File: config.mk
export PLATFORM = sky130hd
export DESIGN_NAME = mpwm_gen
export DESIGN_NICKNAME = d
export VERILOG_FILES = /design/src/rtl/mpwm_pkg.sv /design/src/rtl/mpwm_div.sv /design/src/rtl/mpwm_count.sv /design/src/rtl/mpwm_gen.sv
export SDC_FILE = /design/constraint.sdc
export NUM_CORES = 1
export LEC_CHECK = 0
export BUFFER_PORTS_ARGS = -buffer_cell sky130_fd_sc_hd__buf_2
export CAP_MARGIN = 20
export CORE_MARGIN = 3
export CORE_UTILIZATION = 50
export CTS_CLUSTER_SIZE = 30
export DETAILED_ROUTE_END_ITERATION = 10
export PLACE_DENSITY = 0.66
export SYNTH_ARGS = -nofsm -noshare
export SYNTH_HDL_FRONTEND = slang
export SYNTH_HIERARCHICAL = 1
export SYNTH_SLANG_ARGS = --single-unit
File: constraint.sdc
create_clock -name clk -period 7.1 [get_ports clk]
set_clock_uncertainty 0.2 [all_clocks]
set_input_delay 0.71 -clock clk [delete_from_list [all_inputs] [get_ports clk]]
set_output_delay 0.71 -clock clk [all_outputs]
set_load 0.01 [all_outputs]
File: src/rtl/mpwm_pkg.sv
package mpwm_pkg;
   typedef enum logic [1:0] {
      REG_CTRL = 2'd0,
      REG_CFG  = 2'd1,
      REG_MOD  = 2'd2,
      REG_DUTY = 2'd3
   } mpwm_reg_e;

   localparam int CTRL_RUN  = 0;
   localparam int CTRL_LDOK = 1;
   localparam int CTRL_OVR  = 2;
endpackage

File: src/rtl/mpwm_div.sv
module mpwm_div #(
   parameter int SEL_W   = 2,
   parameter int LOG_MAX = (1 << SEL_W) - 1
) (
   input  logic             clk,
   input  logic             rst_n,
   input  logic             clr,
   input  logic             ev,
   input  logic [SEL_W-1:0] sel,
   output logic             hit
);
   localparam int CW = (LOG_MAX < 1) ? 1 : LOG_MAX;

   initial begin
      if (SEL_W < 1) $error("mpwm_div: SEL_W must be at least 1");
   end

   generate
      if (CW == 1) begin : g_toggle
         logic ph;
         assign hit = ev && (sel == '0 || ph);
         always_ff @(posedge clk or negedge rst_n) begin
            if (!rst_n)               ph <= 1'b0;
            else if (clr)             ph <= 1'b0;
            else if (ev && sel != '0) ph <= ~ph;
         end
      end else begin : g_count
         logic [CW-1:0] cnt;
         logic [CW:0]   pow;
         logic [CW-1:0] lim;
         always_comb begin
            pow = (CW+1)'(1) << sel;
            lim = CW'(pow - 1'b1);
         end
         assign hit = ev && (cnt == lim);
         always_ff @(posedge clk or negedge rst_n) begin
            if (!rst_n)   cnt <= '0;
            else if (clr) cnt <= '0;
            else if (ev)  cnt <= hit ? '0 : cnt + 1'b1;
         end
      end
   endgenerate
endmodule

File: src/rtl/mpwm_count.sv
module mpwm_count #(
   parameter int CNT_W = 12
) (
   input  logic             clk,
   input  logic             rst_n,
   input  logic             run,
   input  logic             tick,
   input  logic [CNT_W-1:0] modulus,
   input  logic [CNT_W-1:0] duty,
   output logic             period_end,
   output logic             cmp_hi,
   output logic [CNT_W-1:0] cnt_val
);
   logic [CNT_W-1:0] cnt;
   logic [CNT_W-1:0] last;

   assign last       = CNT_W'(modulus - 1'b1);
   assign period_end = run && tick && (cnt == last);
   assign cmp_hi     = cnt < duty;
   assign cnt_val    = cnt;

   always_ff @(posedge clk or negedge rst_n) begin
      if (!rst_n)          cnt <= '0;
      else if (!run)       cnt <= '0;
      else if (period_end) cnt <= '0;
      else if (tick)       cnt <= cnt + 1'b1;
   end
endmodule

File: src/rtl/mpwm_gen.sv
module mpwm_gen #(
   parameter int CNT_W = 12,
   parameter int SEL_W = 2
) (
   input  logic             clk,
   input  logic             rst_n,
   input  logic             wr_en,
   input  logic [1:0]       wr_addr,
   input  logic [CNT_W-1:0] wr_data,
   output logic             pwm_o,
   output logic             pwm_oe,
   output logic             reload_irq,
   output logic             load_ok_o,
   output logic             corr_o
);
   import mpwm_pkg::*;

   localparam int RATE_LO  = 0;
   localparam int PRESC_LO = SEL_W;
   localparam int CORR_BIT = 2 * SEL_W;

   initial begin
      if (SEL_W < 1 || SEL_W > 3) $error("mpwm_gen: SEL_W out of range");
      if (CNT_W < CORR_BIT + 1)   $error("mpwm_gen: CNT_W too narrow for config fields");
   end

   logic             run_q, ovr_q, ldok_q, corr_q, irq_q;
   logic [SEL_W-1:0] sh_rate, sh_presc, act_rate, act_presc;
   logic             sh_corr;
   logic [CNT_W-1:0] sh_mod, sh_duty, act_mod, act_duty;

   logic ctrl_wr, start_pt, reload_pt, load_now;
   logic tick, period_end, cmp_hi, rl_hit;
   logic [CNT_W-1:0] cnt_val;

   assign ctrl_wr   = wr_en && (wr_addr == REG_CTRL);
   assign start_pt  = ctrl_wr && wr_data[CTRL_RUN] && !run_q;
   assign reload_pt = run_q && rl_hit;
   assign load_now  = (start_pt && (ldok_q || wr_data[CTRL_LDOK])) ||
                      (reload_pt && ldok_q);

   always_ff @(posedge clk or negedge rst_n) begin
      if (!rst_n) begin
         run_q <= 1'b0;
         ovr_q <= 1'b0;
      end else if (ctrl_wr) begin
         run_q <= wr_data[CTRL_RUN];
         ovr_q <= wr_data[CTRL_OVR];
      end
   end

   always_ff @(posedge clk or negedge rst_n) begin
      if (!rst_n)        ldok_q <= 1'b0;
      else if (ctrl_wr)  ldok_q <= wr_data[CTRL_LDOK] && !start_pt;
      else if (load_now) ldok_q <= 1'b0;
   end

   always_ff @(posedge clk or negedge rst_n) begin
      if (!rst_n) begin
         sh_rate  <= '0;
         sh_presc <= '0;
         sh_corr  <= 1'b0;
         sh_mod   <= '0;
         sh_duty  <= '0;
      end else if (wr_en) begin
         case (wr_addr)
            REG_CFG: begin
               sh_rate  <= wr_data[RATE_LO +: SEL_W];
               sh_presc <= wr_data[PRESC_LO +: SEL_W];
               sh_corr  <= wr_data[CORR_BIT];
            end
            REG_MOD:  sh_mod  <= wr_data;
            REG_DUTY: sh_duty <= wr_data;
            default: ;
         endcase
      end
   end

   always_ff @(posedge clk or negedge rst_n) begin
      if (!rst_n) begin
         act_presc <= '0;
         act_mod   <= '0;
         act_duty  <= '0;
      end else if (load_now) begin
         act_presc <= sh_presc;
         act_mod   <= sh_mod;
         act_duty  <= sh_duty;
      end
   end

   always_ff @(posedge clk or negedge rst_n) begin
      if (!rst_n)                       act_rate <= '0;
      else if (start_pt || reload_pt)   act_rate <= sh_rate;
   end

   always_ff @(posedge clk or negedge rst_n) begin
      if (!rst_n) begin
         corr_q <= 1'b0;
         irq_q  <= 1'b0;
      end else begin
         irq_q <= reload_pt;
         if (start_pt || period_end) corr_q <= sh_corr;
      end
   end

   mpwm_div #(.SEL_W(SEL_W)) u_presc (
      .clk(clk), .rst_n(rst_n),
      .clr(!run_q || load_now), .ev(run_q),
      .sel(act_presc), .hit(tick)
   );

   mpwm_count #(.CNT_W(CNT_W)) u_count (
      .clk(clk), .rst_n(rst_n),
      .run(run_q), .tick(tick),
      .modulus(act_mod), .duty(act_duty),
      .period_end(period_end), .cmp_hi(cmp_hi), .cnt_val(cnt_val)
   );

   mpwm_div #(.SEL_W(SEL_W)) u_reload (
      .clk(clk), .rst_n(rst_n),
      .clr(!run_q), .ev(period_end),
      .sel(act_rate), .hit(rl_hit)
   );

   assign pwm_o      = run_q && cmp_hi;
   assign pwm_oe     = run_q || ovr_q;
   assign reload_irq = irq_q;
   assign load_ok_o  = ldok_q;
   assign corr_o     = corr_q;
endmodule

## Word-level counts from Yosys, hierarchy flattened

Cells that the tools add are included.
W data, S select, Z words.

| cells by class | value |
|---|---|
| add/sub/neg operators | 6 |
| multiplexer cells | 11 |
| $lt $le $gt $ge | 1 |
| reductions and logical operators | 26 |
| shift-type cells | 2 |
| equal/unequal tests | 8 |

Operator list:

| operator | count |
|---|---|
| $mux W12 | 3 |
| $mux W3 | 6 |
| $add A12 B1 Y12 const B | 1 |
| $eq A12 B12 Y1 | 1 |
| $logic_and A1 B1 Y1 | 12 |
| $lt A12 B12 Y1 | 1 |
| $sub A12 B1 Y12 const B | 1 |
| $add A3 B1 Y3 const B | 2 |
| $eq A3 B3 Y1 | 2 |
| $logic_or A1 B1 Y1 | 6 |
| $reduce_and A2 Y1 | 3 |
| $shl A1 B2 Y3 const A | 2 |
| $sub A3 B1 Y3 const B | 2 |
| $eq A2 B2 Y1 const B | 2 |
| $reduce_bool A2 Y1 | 2 |
| $ne A3 B1 Y1 const B | 1 |
| $eq A2 B1 Y1 const B | 1 |
| $logic_not A1 Y1 | 2 |
| $logic_not A2 Y1 | 1 |
| $mux W1 | 2 |
| $ne A2 B1 Y1 const B | 1 |

| storage, ports and cells | value |
|---|---|
| input port bits | 17 |
| output and inout port bits | 5 |
| register bits after elaboration | 80 |

## Logic depth before layout (Yosys ltp)

Gate-level depths: netlist of the first run.

| depth | value |
|---|---|
| depth in word-level cells | 12 |
| gate-level depth with buffers | 14 |
| depth with buffers taken out | 13 |

## Cells and area by module

Netlist of the first run, hierarchy kept.

By module, submodules not included:

| module | area an instance (um^2) | sequential area each (um^2) | times used | cells an instance |
|---|---|---|---|---|
| mpwm_gen | 2,476.1 | 1,551.5 | 1 | 145 |
| mpwm_count | 1,487.7 | 300.3 | 1 | 180 |
| mpwm_div | 227.7 | 75.1 | 2 | 24 |

## Worst setup path after synthesis of the first run

OpenSTA, ideal clock, no wires.

| timing path | value |
|---|---|
| path type | reg-to-reg |
| start point | reg act_mod[0] |
| end point | reg act_duty[10] |
| arrival time | 3,375 ps |
| setup slack | 3,399 ps |
| stages on the path, launching flop included | 15 |
| setup time | 125 ps |
| data required time | 6,775 ps |
| path through | dfrtp_1 -> inv_1 -> ha_1 -> or4b_4 -> nor3_1 -> xnor2_1 -> nand3_1 -> nor4_4 -> and3_1 -> o21a_1 -> and2_1 -> clkbuf_1 -> a32oi_4 -> buf_6 -> mux2_4 |

| between the ends | value |
|---|---|
| longest elaborated chain between the ends | 7 |

Ends and longest elaborated chain:

| item | RTL line | source |
|---|---|---|
| start: declaration | mpwm_gen.sv:30 | `logic [CNT_W-1:0] sh_mod, sh_duty, act_mod, act_duty;` |
| start signal: assignment | mpwm_gen.sv:86 | `act_mod <= sh_mod;` |
| $sub A12 B1 Y12 | mpwm_count.sv:17 | `assign last = CNT_W'(modulus - 1'b1);` |
| $eq A12 B12 Y1 | mpwm_count.sv:18 | `assign period_end = run && tick && (cnt == last);` |
| $logic_and A1 B1 Y1 | mpwm_count.sv:18 |  |
| net period_end | mpwm_gen.sv:33 | `logic tick, period_end, cmp_hi, rl_hit;` |
| $logic_and A1 B1 Y1 | mpwm_div.sv:35 | `assign hit = ev && (cnt == lim);` |
| net rl_hit | mpwm_gen.sv:33 |  |
| $logic_and A1 B1 Y1 | mpwm_gen.sv:38 | `assign reload_pt = run_q && rl_hit;` |
| net reload_pt | mpwm_gen.sv:32 | `logic ctrl_wr, start_pt, reload_pt, load_now;` |
| $logic_and A1 B1 Y1 | mpwm_gen.sv:40 | `(reload_pt && ldok_q);` |
| $logic_or A1 B1 Y1 | mpwm_gen.sv:39 | `assign load_now = (start_pt && (ldok_q \|\| wr_data[CTRL_LDOK])) \|\|` |
| end signal: assignment | mpwm_gen.sv:87 | `act_duty <= sh_duty;` |
| end: declaration | mpwm_gen.sv:30 |  |

The timed path passes the listed nets, and every way through them passes these cells.
A chain may end at the register's enable or synchronous reset.

## Final worst setup path of the first run

| timing path | value |
|---|---|
| start point | reg act_mod[0] |
| end point | reg act_duty[7] |

| between the ends | value |
|---|---|
| longest elaborated chain between the ends | 7 |

Ends and longest elaborated chain:

| item | RTL line |
|---|---|
| $sub A12 B1 Y12 | mpwm_count.sv:17 |
| $eq A12 B12 Y1 | mpwm_count.sv:18 |
| $logic_and A1 B1 Y1 | mpwm_count.sv:18 |
| net period_end | mpwm_gen.sv:33 |
| $logic_and A1 B1 Y1 | mpwm_div.sv:35 |
| net rl_hit | mpwm_gen.sv:33 |
| $logic_and A1 B1 Y1 | mpwm_gen.sv:38 |
| $logic_and A1 B1 Y1 | mpwm_gen.sv:40 |
| $logic_or A1 B1 Y1 | mpwm_gen.sv:39 |

The timed path passes the listed nets, and every way through them passes these cells.

==> results.sh, run 1 <==
export IMPL_syn_to_final_growth_pct=8.92
export IMPL_synth_edff_count=0
export IMPL_drt_initial_drc_count=169
export IMPL_cpPeakStageDelay_ns=0.52
export IMPL_tns_ns=0
export IMPL_crit_required_ns=7.13
export IMPL_max_freq_mhz=247
export IMPL_cts_tree="yes"
export IMPL_n_fill_cell=739
export IMPL_clk_latency_ns=0.35
export IMPL_num_io_pins=22
export IMPL_numPortBuffers=21
export IMPL_die_x_um=100
export IMPL_die_y_um=100
export IMPL_critPathCaptureType="flop"
export IMPL_setup_viol=0
export IMPL_syn_nets=405
export IMPL_cap_viol_max_count=0
export IMPL_ir_drop_mv=0.178
export IMPL_postCtsHoldBufs=0
export IMPL_dp_hpwl_um=6020
export IMPL_routedWlPerCell_um=16.9
export IMPL_drc=0
export IMPL_worst_pin_slew_ns=0.991
export IMPL_synthDistinctLibCells=64
export IMPL_start_kind="flop"
export IMPL_arrival_ns=4.08
export IMPL_status="complete, no violations"
export IMPL_slew_viol_final=0
export IMPL_async_reset_ff_frac=1.00
export IMPL_syn_inst=373
export IMPL_cts_root_buf="clkbuf_8"
export IMPL_ant_nets=0
export IMPL_drtPass1Iterations=4
export IMPL_vias_per_cell=5.84
export IMPL_ys_flop_type="dfrtp_1"
export IMPL_powerDensity_mw_per_mm2=310
export IMPL_antenna_cells=0
export IMPL_cts_max_level=3
export IMPL_crit_chain="inv_1 -> ha_1 -> or4b_4 -> nor3_1 -> xnor2_1 -> nand3_1 -> nor4_4 -> and3_1 -> o21a_1 -> and2_1 -> a32oi_4 -> buf_4 -> mux2_4"
export IMPL_cts_setup_buffers=0
export IMPL_die_area_mm2=0.0100
export IMPL_num_vias=2963
export IMPL_critPathKind="flop to flop"
export IMPL_grt_pass1_wl_um=14800
export IMPL_start_util=0.527
export IMPL_place_gp_congestion=0.852
export IMPL_antenna_found_initial=0
export IMPL_clock_sinks=80
export IMPL_grt_pass1_vias=2991
export IMPL_regToRegStartpoint="act_mod[0]$_DFFE_PN0P_"
export IMPL_avgSynthCellArea_um2=11.8
export IMPL_cts_buffers=9
export IMPL_cts_buffer_depth=2
export IMPL_power_mw=1.49
export IMPL_drive_gt1_frac=0.296
export IMPL_fin_crit_sh=0.571
export IMPL_slowest_stage="or4b_4"
export IMPL_hp_class="input pin to async pin"
export IMPL_rsz0062_at_grt="no"
export IMPL_yosysSeqAreaShare=0.453
export IMPL_leakagePower_nw=2.23
export IMPL_crit_family="simple AND/OR/NAND/NOR gates"
export IMPL_cts_resized_gates=0
export IMPL_r2r_cells=13
export IMPL_placed_area_mm2=0.00461
export IMPL_rr_endpoint="act_duty[7]$_DFFE_PN0P_"
export IMPL_relSlewSlack=0.339
export IMPL_hold_violations=0
export IMPL_overflow=0
export IMPL_grt_max_degree=81
export IMPL_design_area_mm2=0.00481
export IMPL_multiInputGateArea_mm2=0.00228
export IMPL_cts_clk_slew_worst_paths_ns=0.09
export IMPL_synth_seq_cells=80
export IMPL_wirelength_um=8540
export IMPL_cp_num_buf_inv=2
export IMPL_r2r_slack_ns=3.05
export IMPL_post_route_util=0.574
export IMPL_fin_nets=429
export IMPL_grt_total_usage=0.188
export IMPL_worst_path_max_fanout=26
export IMPL_rows=33
export IMPL_final_seq_area_mm2=0.00200
export IMPL_core_area_mm2=0.00838
export IMPL_yosysWarnings=6
export IMPL_synth_area_mm2=0.00442
export IMPL_finalCriticalPeriod_ns=4.05
==> stage by stage <==
step / worst slack, ns / hold WS [ns] / std cells
4_1_cts: 3.04 / 0.310 / 507
3_3_place_gp: 3.22 / 0.284 / 491
6_report: 3.05 / 0.284 / 507
5_1_grt: 2.72 / 0.323 / 507
3_5_place_dp: 3.07 / 0.291 / 491
2_1_floorplan: 3.40 / 0.214 / 373
==> worst max path at each step <==
| stage | from | endpoint | slack, ns | cells after the start |
|---|---|---|---|---|
| detailed placement | act_mod[0]$_DFFE_PN0P_ | act_duty[7]$_DFFE_PN0P_ | 3.07 | 13 |
| global placement | act_mod[0]$_DFFE_PN0P_ | act_mod[5]$_DFFE_PN0P_ | 3.22 | 13 |
| floorplan | act_mod[0]$_DFFE_PN0P_ | act_duty[10]$_DFFE_PN0P_ | 3.40 | 14 |
| global route | act_mod[0]$_DFFE_PN0P_ | act_duty[7]$_DFFE_PN0P_ | 2.72 | 13 |
| finish | act_mod[0]$_DFFE_PN0P_ | act_duty[7]$_DFFE_PN0P_ | 3.05 | 13 |
| CTS | act_mod[0]$_DFFE_PN0P_ | act_duty[7]$_DFFE_PN0P_ | 3.04 | 13 |
==> synth_stat cells (4+ instances only) <==
cell      instances  area, µm²
nand3b_1          8       60.1
ha_1             15        188
a211oi_1          4       30.0
mux2_2           39        439
and3_1            7       43.8
nor3_1           13       65.1
mux2_4           20        300
a21o_1            6       45.0
clkbuf_1          4       15.0
nand2_1          19       71.3
dfrtp_1          80       2000
nor2_1            9       33.8
xnor2_1          13        114
o32ai_1           8       70.1
xor2_1            6       52.6
nand3_1          13       65.1
a21oi_1           8       40.0
inv_1            21       78.8
o31ai_1           6       45.0
nand2b_1          8       50.1
==> worst register-to-register path, delay by kind of cell (launching register included) <==
family                     cells  cell delay (ns)
and+or+nand+nor                6             1.89
DFF                            1             0.46
buffers and inverters          2             0.38
muxes                          1             0.37
AOI/OAI and AO/OA              2             0.24
adders and majority gates      1             0.20
xor gates and xnor gates       1             0.19
==> placed cells by master, fill, tap and decap left out, types with 2 or more instances in the layout <==
| master | synthesis | layout |
|---|---|---|
| inv_6 | 0 | 2 |
| nand3b_1 | 8 | 8 |
| o21ai_0 | 3 | 3 |
| nand2b_1 | 8 | 8 |
| nor4_1 | 2 | 2 |
| or3_1 | 3 | 3 |
| xnor2_1 | 13 | 13 |
| nand2_1 | 19 | 19 |
| nand3_1 | 13 | 13 |
| o22ai_1 | 2 | 2 |
| clkbuf_8 | 0 | 9 |
| and4_1 | 2 | 2 |
| dfrtp_1 | 80 | 80 |
| inv_1 | 21 | 21 |
| and2_1 | 2 | 2 |
| and3_1 | 7 | 7 |
| o32ai_1 | 8 | 8 |
| a41o_1 | 2 | 2 |
| a21o_1 | 6 | 6 |
| nor3_1 | 13 | 13 |
| and3b_1 | 2 | 2 |
| a211o_1 | 2 | 2 |
| nor2b_1 | 3 | 3 |
| a21oi_1 | 8 | 8 |
| a211oi_1 | 4 | 4 |
| nor2_1 | 9 | 9 |
| xor2_1 | 6 | 6 |
| buf_2 | 2 | 20 |
| mux2_4 | 20 | 20 |
| o31ai_1 | 6 | 6 |
| buf_4 | 0 | 3 |
| or2_2 | 3 | 3 |
| or4_4 | 3 | 3 |
| ha_1 | 15 | 15 |
| nor2_4 | 2 | 2 |
| mux2_2 | 39 | 39 |
| o21a_1 | 2 | 2 |
==> final cells by class <==
type                            count  share of cell area
Timing Repair Buffer               23              0.0255
Sequential cell                    80               0.416
Multi-Input combinational cell    262               0.473
Clock inverter                      6              0.0156
Tap cell                          105              0.0273
Inverter                           21              0.0164
Clock buffer                       10              0.0265
==> cell families after synthesis <==
kind of cell,Yosys count,share of synthesized area
xor+xnor,19,0.0377
mux,60,0.170
flops,80,0.453
fa+ha+maj,15,0.0425
buf+inv,31,0.0320
simple gates,113,0.161
compound gates,55,0.104
==> registers in the layout, summed over array words and instances (netlist names), 3 cells and up <==
name / cells
act_duty: 12
act_mod: 12
sh_duty: 12
sh_mod: 12
u_count/cnt_val: 12
u_presc/g_count.cnt: 3
u_reload/g_count.cnt: 3
==> report_power, final <==
group / internal (mW) / switching [mW]
logic: 0.245 / 0.230
clock network: 0.168 / 0.174
registers: 0.559 / 0.116
==> per-layer routing <==
metal / vias up / GRT usage / routed length (µm)
li1: 1428 / - / -
met1: 1475 / 0.274 / 4200
met2: 51 / 0.289 / 3890
met3: 9 / 0.0292 / 332
met4: 0 / 0.0622 / 114
met5: - / 0 / 0
Power figures use the tool's default switching activity.
==> run 2, diff against run 1 <==
Clock period 7.1 ns to 3.8 ns, I/O delays scaled along.
==> run 2 against run 1 <==
Effect of this change: die area is the same; cell area grew 2.1%; sequential power grew 88%; critical path depth is the same; wire length grew 0.19%.
==> results.sh, run 2 (synthesis gave the netlist of run 1 again) <==
export IMPL_max_freq_mhz=277
export IMPL_tns_ns=0
export IMPL_regToRegStartpoint="act_mod[1]$_DFFE_PN0P_"
export IMPL_grt_pass1_vias=2916
export IMPL_critPathKind="flop to flop"
export IMPL_worst_path_max_fanout=26
export IMPL_cts_max_level=3
export IMPL_cts_buffers=9
export IMPL_start_kind="flop"
export IMPL_wirelength_um=8560
export IMPL_whs_ns=0.0580
export IMPL_cpPeakStageDelay_ns=0.53
export IMPL_num_io_pins=22
export IMPL_drive_gt1_frac=0.311
export IMPL_rows=33
export IMPL_cts_clk_slew_worst_paths_ns=0.09
export IMPL_crit_family="simple AND/OR/NAND/NOR gates"
export IMPL_cap_viol_max_count=0
export IMPL_syn_to_final_growth_pct=11.2
export IMPL_die_y_um=100
export IMPL_crit_chain="inv_1 -> ha_1 -> or4b_4 -> nor3_2 -> xnor2_1 -> nand3_1 -> nor4_4 -> and3_1 -> o21a_1 -> and2_1 -> a32oi_4 -> buf_12 -> mux2_4"
export IMPL_slowest_stage="or4b_4"
export IMPL_crit_required_ns=3.84
export IMPL_antenna_found_initial=0
export IMPL_cp_startpoint="act_mod[1]$_DFFE_PN0P_"
export IMPL_place_inst=496
export IMPL_hp_class="input pin to flop"
export IMPL_grt_pass1_wl_um=14800
export IMPL_clock_sinks=80
export IMPL_cts_root_buf="clkbuf_8"
export IMPL_finalCriticalPeriod_ns=3.61
export IMPL_start_util=0.527
export IMPL_hold_violations=0
export IMPL_status="complete, no violations"
export IMPL_die_x_um=100
export IMPL_grt_total_usage=0.188
export IMPL_routedWlPerCell_um=16.7
export IMPL_design_area_mm2=0.00492
export IMPL_vias_per_cell=5.77
export IMPL_powerDensity_mw_per_mm2=577
export IMPL_core_area_mm2=0.00838
export IMPL_worst_pin_slew_ns=0.723
export IMPL_numPortBuffers=21
export IMPL_leakagePower_nw=2.28
export IMPL_relSlewSlack=0.518
export IMPL_overflow=0
export IMPL_grt_max_degree=81
export IMPL_ant_nets=0
export IMPL_cts_buffer_depth=2
export IMPL_num_vias=2967
export IMPL_critPathCaptureType="flop"
export IMPL_drc=0
export IMPL_min_from="wr_data[9]"
export IMPL_placed_area_mm2=0.00466
export IMPL_ir_drop_mv=0.351
export IMPL_slew_viol_final=0
export IMPL_drtPass1Iterations=4
export IMPL_clk_latency_ns=0.36
export IMPL_drt_initial_drc_count=167
export IMPL_arrival_ns=3.64
export IMPL_die_area_mm2=0.0100
export IMPL_cts_tree="yes"
export IMPL_fin_cells=514
export IMPL_place_gp_congestion=0.790
export IMPL_antenna_cells=0
export IMPL_rsz0062_at_grt="no"
export IMPL_dp_hpwl_um=6010
export IMPL_most_common_layout_cells="dfrtp_1, mux2_2, inv_1, mux2_4, buf_2"
export IMPL_cp_num_buf_inv=2
export IMPL_fin_crit_sh=0.949
export IMPL_mostFrequentLayoutCell="dfrtp_1"
export IMPL_setup_viol=0
export IMPL_fin_nets=436
-- run 2: cell types whose count changed in the layout (fill, tap and decap cells not counted), sizes merged --
cell,previous run,this run
buf,23,29
inv,24,23
dlygate4sd3,0,1
clkinv,1,2
-- run 2: routing by layer --
| metal | track usage | vias up | routed length, µm |
|---|---|---|---|
| met3 | 0.0250 | 15 | 274 |
| met4 | 0.0705 | 0 | 168 |
| li1 | - | 1439 | - |
| met5 | 0 | - | 0 |
| met1 | 0.286 | 1466 | 4260 |
| met2 | 0.273 | 47 | 3860 |
-- run 2: worst paths after layout --
kind	end	slack, ns	cells after the start
min	sh_mod[9]$_DFFE_PN0P_	0.06	2
min reg2reg	act_duty[5]$_DFFE_PN0P_	0.30	1
min in group asynchronous	u_count/cnt_val[7]$_DFFE_PN0P_	0.21	2
max in group asynchronous	reload_irq$_DFF_PN0_	2.61	3
max	act_mod[10]$_DFFE_PN0P_	0.19	13
max reg2reg	act_mod[10]$_DFFE_PN0P_	0.19	13
-- run 2: report_power, final --
group	internal, mW	switching (mW)	leakage [nW]
Clock	0.331	0.339	0.105
Sequential	1.04	0.221	1.01
Combinational	0.475	0.428	1.17
-- run 2: through the flow --
stage / util / power, mW / setup WS (ns)
finish: 0.587 / 2.84 / 0.194
global route: 0.587 / 3.02 / 0.0130
CTS: 0.581 / 2.85 / 0.152
detailed placement: 0.556 / 2.18 / 0.171
global placement: 0.556 / 2.15 / 0.278
floorplan: - / 1.94 / 0.0994
-- run 2: cell type report --
class / instances / area (µm²)
fill: 700 / 3470
timing repair buffer: 30 / 210
clock buffer: 10 / 138
clock inverter: 6 / 75.1
inverter: 21 / 78.8
multi-input combinational: 262 / 2280
sequential: 80 / 2000
tap: 105 / 131
-- run 2: repair_timing --
action | in CTS | in global routing
hold buffers | 0 | 1
gates resized for setup | 0 | 1
setup buffers | 0 | 0
setup endpoints to repair | 0 | 26
hold endpoints to repair | 0 | 13
==> run 3, diff against run 2 <==
Settings changed: BUFFER_PORTS_ARGS -buffer_cell sky130_fd_sc_hd__buf_2 to not set, CORE_UTILIZATION 50 to 40, DONT_BUFFER_PORTS set to 1, PLACE_DENSITY 0.66 to 0.53.
==> run 3 against run 2 <==
Effect of this change: critical path type unchanged; critical endpoint is now act_duty[11]$_DFFE_PN0P_; critical path depth is 2 lower; sequential cell count is the same; via count fell by 0.51%; register-to-register slack better by 0.08 ns; worst setup slack gained 0.082 ns.
==> results.sh, run 3 (synthesis gave the netlist of run 1 again) <==
export IMPL_cts_max_level=3
export IMPL_multiInputGateArea_mm2=0.00228
export IMPL_drive_gt1_frac=0.262
export IMPL_fin_crit_sh=0.927
export IMPL_power_switching_mw=0.964
export IMPL_place_gp_congestion=0.737
export IMPL_most_common_layout_cells="dfrtp_1, mux2_2, inv_1, mux2_4, nand2_1"
export IMPL_final_seq_area_mm2=0.00200
export IMPL_worst_path_max_fanout=26
export IMPL_intPower_mw=1.75
export IMPL_cap_viol_max_count=0
export IMPL_cts_clk_slew_worst_paths_ns=0.08
export IMPL_clk_latency_ns=0.36
export IMPL_tns_ns=0
export IMPL_cts_setup_buffers=0
export IMPL_rsz0062_at_grt="no"
export IMPL_routedWlPerCell_um=16.9
export IMPL_vias_per_cell=5.50
export IMPL_num_io_pins=22
export IMPL_ant_nets=0
export IMPL_worst_pin_slew_ns=0.688
export IMPL_ir_drop_mv=0.325
export IMPL_power_mw=2.72
export IMPL_finalCriticalPeriod_ns=3.52
export IMPL_switching_share=0.355
export IMPL_die_y_um=111
export IMPL_setup_viol=0
export IMPL_max_freq_mhz=284
export IMPL_start_kind="flop"
export IMPL_mostFrequentLayoutCell="dfrtp_1"
export IMPL_hp_class="input pin to flop"
export IMPL_relSlewSlack=0.540
export IMPL_cts_tree="yes"
export IMPL_rows=37
export IMPL_num_vias=2952
export IMPL_core_area_mm2=0.0106
export IMPL_drc=0
export IMPL_n_fill_cell=990
export IMPL_start_util=0.419
export IMPL_cts_buffers=9
export IMPL_overflow=0
export IMPL_fin_nets=428
export IMPL_crit_required_ns=3.84
export IMPL_pwr_share_comb=0.335
export IMPL_antenna_cells=0
export IMPL_critPathCaptureType="flop"
export IMPL_critPathKind="flop to flop"
export IMPL_die_area_mm2=0.0123
export IMPL_status="complete, no violations"
export IMPL_grt_max_degree=81
export IMPL_numPortBuffers=0
export IMPL_grt_total_usage=0.153
export IMPL_antenna_found_initial=0
export IMPL_wirelength_um=9050
export IMPL_drt_initial_drc_count=153
export IMPL_cts_buffer_depth=2
export IMPL_fin_cells=537
export IMPL_arrival_ns=3.57
export IMPL_dp_hpwl_um=6380
export IMPL_grt_pass1_wl_um=15000
export IMPL_grt_pass1_vias=2853
export IMPL_slew_viol_final=0
export IMPL_syn_to_final_growth_pct=11.5
export IMPL_clkPwrFrac=0.202
export IMPL_p_seq_frac=0.463
export IMPL_leakagePower_nw=2.23
export IMPL_cts_root_buf="clkbuf_8"
export IMPL_place_inst=507
export IMPL_die_x_um=111
export IMPL_hold_violations=0
export IMPL_drtPass1Iterations=4
export IMPL_clock_sinks=80
export IMPL_powerDensity_mw_per_mm2=552
-- run 3: power by group through the flow --
stage / Sequential (mW) / Combinational [mW] / Clock, mW
final: 1.26 / 0.910 / 0.548
after global routing: 1.30 / 0.995 / 0.611
after CTS: 1.26 / 0.913 / 0.572
after detailed placement: 1.28 / 0.874 / 0
after global placement: 1.27 / 0.860 / 0
after floorplan: 1.20 / 0.738 / 0
-- run 3: metal layers --
metal	global-route usage	wire length, µm	share of wire
met1	0.220	4450	0.49
met4	0.0633	201	0.022
met3	0.0284	274	0.030
met5	0	0	0
met2	0.228	4130	0.46
-- run 3: area by class of cell --
class	instances	area share
clock inverters	5	0.00686
clock buffers	11	0.0267
inverters	21	0.0160
flip-flops and latches	80	0.406
repair buffers	22	0.0467
multi-input cells	262	0.463
well taps	136	0.0345
-- run 3: path summary, 6_finish.rpt --
path,to,slack [ns],startpoint,depth (start not counted)
max reg2reg,act_duty[11]$_DFFE_PN0P_,0.28,act_mod[2]$_DFFE_PN0P_,11
min in group asynchronous,u_count/cnt_val[3]$_DFFE_PN0P_,0.37,rst_n,2
max in group asynchronous,act_mod[8]$_DFFE_PN0P_,2.68,rst_n,2
min reg2reg,sh_duty[11]$_DFFE_PN0P_,0.30,sh_duty[11]$_DFFE_PN0P_,1
min,run_q$_DFFE_PN0P_,0.04,wr_addr[0],3
max,act_duty[11]$_DFFE_PN0P_,0.28,act_mod[2]$_DFFE_PN0P_,11
-- run 3: repair_timing --
item | CTS | global route
gates resized for setup | 0 | 1
hold buffers | 14 | 0
setup endpoints to repair | 0 | 26
endpoints found under the hold margin | 112 | 0
-- run 3: critical path, stage by stage, from the launching register on --
cell     delay, ns
dfrtp_1       0.49
or3_4         0.44
nor3_1        0.32
nor3_1        0.14
a31oi_4       0.38
nor4_4        0.08
and3_1        0.21
o21a_1        0.12
and2_1        0.22
a32oi_4       0.20
buf_12        0.24
mux2_2        0.35
-- run 3: metrics by stage --
stage / util / setup slack, ns / hold WS, ns / cell area [µm²]
global placement: 0.436 / 0.304 / -0.111 / 4600
global route: 0.467 / 0.0472 / 0.0513 / 4930
detailed placement: 0.436 / 0.264 / -0.110 / 4600
floorplan: - / 0.0994 / -0.116 / 4420
CTS: 0.466 / 0.228 / 0.0220 / 4920
finish: 0.467 / 0.276 / 0.0402 / 4930
